## src/rtl/store_buffer_pkg.sv

```systemverilog
`timescale 1ns/1ps
package store_buffer_pkg;
  typedef struct packed {
    logic push;
    logic pop;
  } sbStrobe_t;
endpackage

```

## src/rtl/store_buffer_ctrl.sv

```systemverilog
`timescale 1ns/1ps
module store_buffer_ctrl
  import store_buffer_pkg::*;
#(
  parameter int DEPTH = 8,
  localparam int IDX_W = $clog2(DEPTH),
  localparam int PTR_W = IDX_W + 1
) (
  input  logic             clk,
  input  logic             rstN,
  input  logic             stValid,
  input  logic             commitReq,
  input  logic             rollbackReq,
  input  logic             memReady,
  output logic             stReady,
  output logic             memValid,
  output logic             full,
  output logic             empty,
  output sbStrobe_t        strobe,
  output logic [IDX_W-1:0] wrIdx,
  output logic [IDX_W-1:0] rdIdx,
  output logic [PTR_W-1:0] liveCount
);
  logic [PTR_W-1:0] headPtr, commitPtr, tailPtr;
  logic [PTR_W-1:0] headNext, commitNext, tailNext;

  assign liveCount = tailPtr - headPtr;
  assign full      = (liveCount == PTR_W'(DEPTH));
  assign empty     = (liveCount == '0);
  assign memValid  = (commitPtr != headPtr);
  assign stReady   = !full && !rollbackReq;
  assign strobe.push = stValid && stReady;
  assign strobe.pop  = memValid && memReady;
  assign wrIdx = tailPtr[IDX_W-1:0];
  assign rdIdx = headPtr[IDX_W-1:0];

  always_comb begin
    headNext   = headPtr + PTR_W'(strobe.pop);
    commitNext = commitPtr;
    tailNext   = tailPtr + PTR_W'(strobe.push);
    if (rollbackReq) begin
      tailNext = commitPtr;
    end else if (commitReq) begin
      commitNext = tailPtr;  // same-cycle store stays speculative
    end
  end

  always_ff @(posedge clk or negedge rstN) begin
    if (!rstN) begin
      headPtr   <= '0;
      commitPtr <= '0;
      tailPtr   <= '0;
    end else begin
      headPtr   <= headNext;
      commitPtr <= commitNext;
      tailPtr   <= tailNext;
    end
  end
endmodule

```

## src/rtl/store_buffer_data.sv

```systemverilog
`timescale 1ns/1ps
module store_buffer_data
  import store_buffer_pkg::*;
#(
  parameter int DEPTH  = 8,
  parameter int ADDR_W = 32,
  parameter int DATA_W = 32,
  localparam int BE_W  = DATA_W / 8,
  localparam int IDX_W = $clog2(DEPTH),
  localparam int PTR_W = IDX_W + 1
) (
  input  logic              clk,
  input  sbStrobe_t         strobe,
  input  logic [IDX_W-1:0]  wrIdx,
  input  logic [IDX_W-1:0]  rdIdx,
  input  logic [PTR_W-1:0]  liveCount,
  input  logic [ADDR_W-1:0] stAddr,
  input  logic [DATA_W-1:0] stData,
  input  logic [BE_W-1:0]   stBe,
  input  logic [ADDR_W-1:0] ldAddr,
  output logic              ldHit,
  output logic [DATA_W-1:0] ldData,
  output logic [BE_W-1:0]   ldBe,
  output logic [ADDR_W-1:0] memAddr,
  output logic [DATA_W-1:0] memData,
  output logic [BE_W-1:0]   memBe
);
  logic [ADDR_W-1:0] addrQ [DEPTH];
  logic [DATA_W-1:0] dataQ [DEPTH];
  logic [BE_W-1:0]   beQ   [DEPTH];

  always_ff @(posedge clk) begin
    if (strobe.push) begin
      addrQ[wrIdx] <= stAddr;
      dataQ[wrIdx] <= stData;
      beQ[wrIdx]   <= stBe;
    end
  end

  assign memAddr = addrQ[rdIdx];
  assign memData = dataQ[rdIdx];
  assign memBe   = beQ[rdIdx];

  // Walk from oldest to youngest; a later match overrides an earlier one.
  always_comb begin
    ldHit  = 1'b0;
    ldData = '0;
    ldBe   = '0;
    for (int i = 0; i < DEPTH; i++) begin
      logic [IDX_W-1:0] slot;
      slot = rdIdx + IDX_W'(i);
      if ((PTR_W'(i) < liveCount) && (addrQ[slot] == ldAddr)) begin
        ldHit  = 1'b1;
        ldData = dataQ[slot];
        ldBe   = beQ[slot];
      end
    end
  end
endmodule

```

## src/rtl/store_buffer.sv

```systemverilog
`timescale 1ns/1ps
module store_buffer
  import store_buffer_pkg::*;
#(
  parameter int DEPTH  = 8,
  parameter int ADDR_W = 32,
  parameter int DATA_W = 32,
  localparam int BE_W  = DATA_W / 8,
  localparam int IDX_W = $clog2(DEPTH),
  localparam int PTR_W = IDX_W + 1
) (
  input  logic              clk,
  input  logic              rstN,
  input  logic              stValid,
  output logic              stReady,
  input  logic [ADDR_W-1:0] stAddr,
  input  logic [DATA_W-1:0] stData,
  input  logic [BE_W-1:0]   stBe,
  input  logic              commitReq,
  input  logic              rollbackReq,
  input  logic [ADDR_W-1:0] ldAddr,
  output logic              ldHit,
  output logic [DATA_W-1:0] ldData,
  output logic [BE_W-1:0]   ldBe,
  output logic              memValid,
  input  logic              memReady,
  output logic [ADDR_W-1:0] memAddr,
  output logic [DATA_W-1:0] memData,
  output logic [BE_W-1:0]   memBe,
  output logic              full,
  output logic              empty
);
  sbStrobe_t        strobe;
  logic [IDX_W-1:0] wrIdx, rdIdx;
  logic [PTR_W-1:0] liveCount;

  store_buffer_ctrl #(.DEPTH(DEPTH)) ctrlI (
    .clk(clk), .rstN(rstN), .stValid(stValid), .commitReq(commitReq),
    .rollbackReq(rollbackReq), .memReady(memReady), .stReady(stReady),
    .memValid(memValid), .full(full), .empty(empty), .strobe(strobe),
    .wrIdx(wrIdx), .rdIdx(rdIdx), .liveCount(liveCount)
  );

  store_buffer_data #(.DEPTH(DEPTH), .ADDR_W(ADDR_W), .DATA_W(DATA_W)) dataI (
    .clk(clk), .strobe(strobe), .wrIdx(wrIdx), .rdIdx(rdIdx),
    .liveCount(liveCount), .stAddr(stAddr), .stData(stData), .stBe(stBe),
    .ldAddr(ldAddr), .ldHit(ldHit), .ldData(ldData), .ldBe(ldBe),
    .memAddr(memAddr), .memData(memData), .memBe(memBe)
  );
endmodule

```

## config.mk

```make
export PLATFORM = sky130hd
export DESIGN_NAME = store_buffer
export DESIGN_NICKNAME = d
export VERILOG_FILES = /design/src/rtl/store_buffer_pkg.sv /design/src/rtl/store_buffer_ctrl.sv /design/src/rtl/store_buffer_data.sv /design/src/rtl/store_buffer.sv
export SDC_FILE = /design/constraint.sdc
export NUM_CORES = 2
export LEC_CHECK = 0
export BUFFER_PORTS_ARGS = -buffer_cell sky130_fd_sc_hd__buf_2
export CAP_MARGIN = 20
export CORE_ASPECT_RATIO = 0.5
export CORE_UTILIZATION = 64
export CTS_BUF_LIST = sky130_fd_sc_hd__clkbuf_16
export CTS_CLUSTER_SIZE = 16
export DETAILED_ROUTE_END_ITERATION = 10
export PLACE_DENSITY_LB_ADDON = 0.25
export SYNTH_ARGS = -nofsm -noshare
export SYNTH_HDL_FRONTEND = slang
export SYNTH_SLANG_ARGS = --single-unit
```

## constraint.sdc

```tcl
create_clock -name clk -period 9.2 [get_ports clk]
set_input_delay 1.38 -clock clk [delete_from_list [all_inputs] [get_ports clk]]
set_output_delay 1.38 -clock clk [all_outputs]
set_load 0.1 [all_outputs]
```

==> results.json <==
{
  "grt_pass1_wl_um": 221000,
  "design_area_mm2": 0.0495,
  "routed_wl_um": 150000,
  "timing.max_cap.violations": 0,
  "timing.critical_path.mode_cell": "nand4_1",
  "ys_top_cells_by_area": "edfxtp_1, mux4_2, mux2i_1, nand2_1, xnor2_1",
  "synth_edf_count": 544,
  "fill_cells": 4807,
  "die_area_mm2": 0.0731,
  "yosysUniqueCellTypes": 77,
  "crit_path_max_fanout": 61,
  "seq_area_frac_synth_pct": 36.1,
  "status": "complete, but fails checks",
  "start_kind": "flop",
  "die_x_um": 381,
  "ant_nets": 0,
  "track_usage_pct": 40.7,
  "synth-main-ff-cell": "edfxtp_1",
  "vias_per_cell": 8.10,
  "hold_class": "reg2reg",
  "synth_area_mm2": 0.0461,
  "path_cells": "ha_4, buf_12, mux4_2, mux2i_1, xor2_1, nand4_1, nor4_1, nand4_1, clkinv_1, buf_4, a221oi_1, o311ai_1, buf_2",
  "synth.mux.area_fraction_pct": 38.0,
  "critPathBufInv": 4,
  "cts_root_buffer": "clkbuf_16",
  "max_stage_delay_ps": 750,
  "worstPathRequired_ps": 7820,
  "areaGrowthSynthToFinish_pct": 7.41,
  "finalSetupViolations": 0,
  "min_period_ps": 8890,
  "synth_top_family_by_area": "multiplexers",
  "cpMaxStageDelayCell": "dfrtp_4",
  "cts_setup_buffers": 0,
  "finalHoldViolCount": 0,
  "layout_commonest_cell": "mux4_2",
  "cp.arrival_ps": 7510,
  "synth_area_leader_cell": "edfxtp_1",
  "num_io_pins": 215,
  "final.setup.tns_ps": 0,
  "rows": 69,
  "placed_area_mm2": 0.0476,
  "cts_buffer_depth": 3,
  "htree_levels": 2,
  "synth_nets": 3558,
  "violations": "design-rule violations",
  "io_buffers": 214,
  "rsz0062_at_grt": "false",
  "layout-drive-gt1-share_pct": 31.6,
  "crit_family": "buffers and inverters",
  "hpwl_um": 93800,
  "ys_warn_count": 0,
  "cts_resized": 0,
  "grt_max_degree": 162,
  "synth_xor_xnor_area_share_pct": 6.00,
  "drt_pass1_iterations": 11,
  "core_area_mm2": 0.0711,
  "start_util_pct": 64.8,
  "ys_ff_latch": 556,
  "avgSynthCellArea_um2": 13.4,
  "clock-skew-final_ps": 37.5,
  "path_class": "reg2out",
  "synth-compound-area-share_pct": 7.34,
  "synthArstFlopShare_pct": 2.16,
  "synthDominantCellAreaShare_pct": 35.4,
  "synthSimpleGateAreaFrac_pct": 7.94,
  "cts_hold_buf": 0,
  "tightest_slew_ps": 1130,
  "cts_made_buffers": 53,
  "cts_tree": "done",
  "nets": 3562,
  "vias": 36077,
  "slew_viol_final": 0,
  "clock_latency_ps": 670,
  "fmax_mhz": 113,
  "worst_setup_path_end_kind": "primary output",
  "drt_iter0_drc": 6265,
  "first_global_vias": 34291,
  "synth_fa_ha_area_share_pct": 0.315,
  "drc": 6,
  "grt_overflow_total": 0,
  "die_h_um": 192,
  "path_clk_slew_ps": 70,
  "relSlewSlack_pct": 24.6,
  "synthCells": 3441,
  "min_period_over_period_pct": 96.6,
  "cts_num_sinks": 556,
  "antenna_found_initial": 9,
  "layout_common_cells": "mux4_2, edfxtp_1, nand2_1",
  "wl_per_cell_um": 33.7,
  "place_congestion": 1.01,
  "r2r_slack_ps": 3190
}
## Yosys cell counts, types with 9 or more instances
| library cell | n |
|---|---|
| xnor2_1 | 191 |
| nand4_1 | 33 |
| buf_2 | 113 |
| o21a_1 | 40 |
| a221oi_1 | 38 |
| mux4_2 | 614 |
| buf_4 | 38 |
| a22o_1 | 42 |
| buf_6 | 22 |
| mux4_1 | 25 |
| nand3_1 | 30 |
| inv_1 | 9 |
| ha_1 | 10 |
| nor4_1 | 30 |
| xor2_1 | 123 |
| nor3_1 | 16 |
| nand2_1 | 503 |
| o22ai_1 | 73 |
| and4_1 | 35 |
| edfxtp_1 | 544 |
| dfrtp_1 | 12 |
| o311ai_1 | 35 |
| o21ai_0 | 16 |
| clkbuf_1 | 95 |
| o221ai_1 | 71 |
| buf_1 | 57 |
| a21oi_1 | 47 |
| mux2i_1 | 227 |
| mux2_2 | 69 |
| nor2_1 | 142 |
| a2111oi_0 | 38 |
## final timing paths
| check | from | endpoint | cells after the start |
|---|---|---|---|
| max reg2reg | ctrlI.headPtr[2] | dataI.addrQ[2][1] | 11 |
| min reg2reg | ctrlI.commitPtr[2] | ctrlI.tailPtr[2] | 2 |
| max | ctrlI.headPtr[2] | ldData[0] | 13 |
| min | ctrlI.commitPtr[2] | ctrlI.tailPtr[2] | 2 |
| max in group asynchronous | rstN | ctrlI.headPtr[1] | 1 |
| min in group asynchronous | rstN | ctrlI.headPtr[0] | 1 |
## layout make-up
class	count	area (um^2)	share of cell area, %
Clock buffer	54	1350	2.73
Multi-Input combinational cell	2526	27700	55.9
Tap cell	958	1200	2.42
Inverter	13	53.8	0.109
Antenna cell	8	20.0	0.0404
Sequential cell	556	16600	33.6
Timing Repair Buffer	295	2030	4.11
Clock inverter	45	503	1.02
## kinds of logic after synthesis
logic type,after synthesis
muxes,935
and+or+nand+nor,827
DFF,556
AOI/OAI and AO/OA,438
buffers and inverters,359
xor gates and xnor gates,315
adders and majority gates,11
## per-stage QoR
step / instances / hold slack, ps / setup WS, ps / utilization [%]
global route: 4453 / 562 / 367 / 69.6
finish: 4455 / 535 / 313 / 69.6
CTS: 4445 / 541 / 798 / 69.5
floorplan: 3441 / 488 / 237 / -
detailed placement: 4346 / 526 / 1520 / 66.9
global placement: 4343 / 502 / 1540 / 66.8
## registers in the layout (all words and copies together) (netlist names)
name             count
dataI.addrQ        256
dataI.beQ           32
ctrlI.tailPtr        4
ctrlI.headPtr        4
dataI.dataQ        256
ctrlI.commitPtr      4
## worst register-to-register path, delay by kind of cell (launching register included)
family,cells,cell delay [ps]
buffers and inverters,2,1490
AO/OA/AOI/OAI,1,190
AND/OR/NAND/NOR,6,1880
adder cells (fa/ha/maj),1,490
XOR/XNOR,1,640
flip-flops,1,890
## per-layer routing
| layer | part of all wire (%) | wire, um | global-route usage [%] |
|---|---|---|---|
| met4 | 6.0 | 8940 | 20.1 |
| met2 | 44 | 66700 | 60.9 |
| met1 | 34 | 51400 | 55.4 |
| met5 | 0.015 | 22 | 0 |
| met3 | 15 | 23100 | 11.3 |
Power is left out: the tool's default activity adds up to more than one toggle a clock period on the data nets, which glitch-free logic cannot reach.
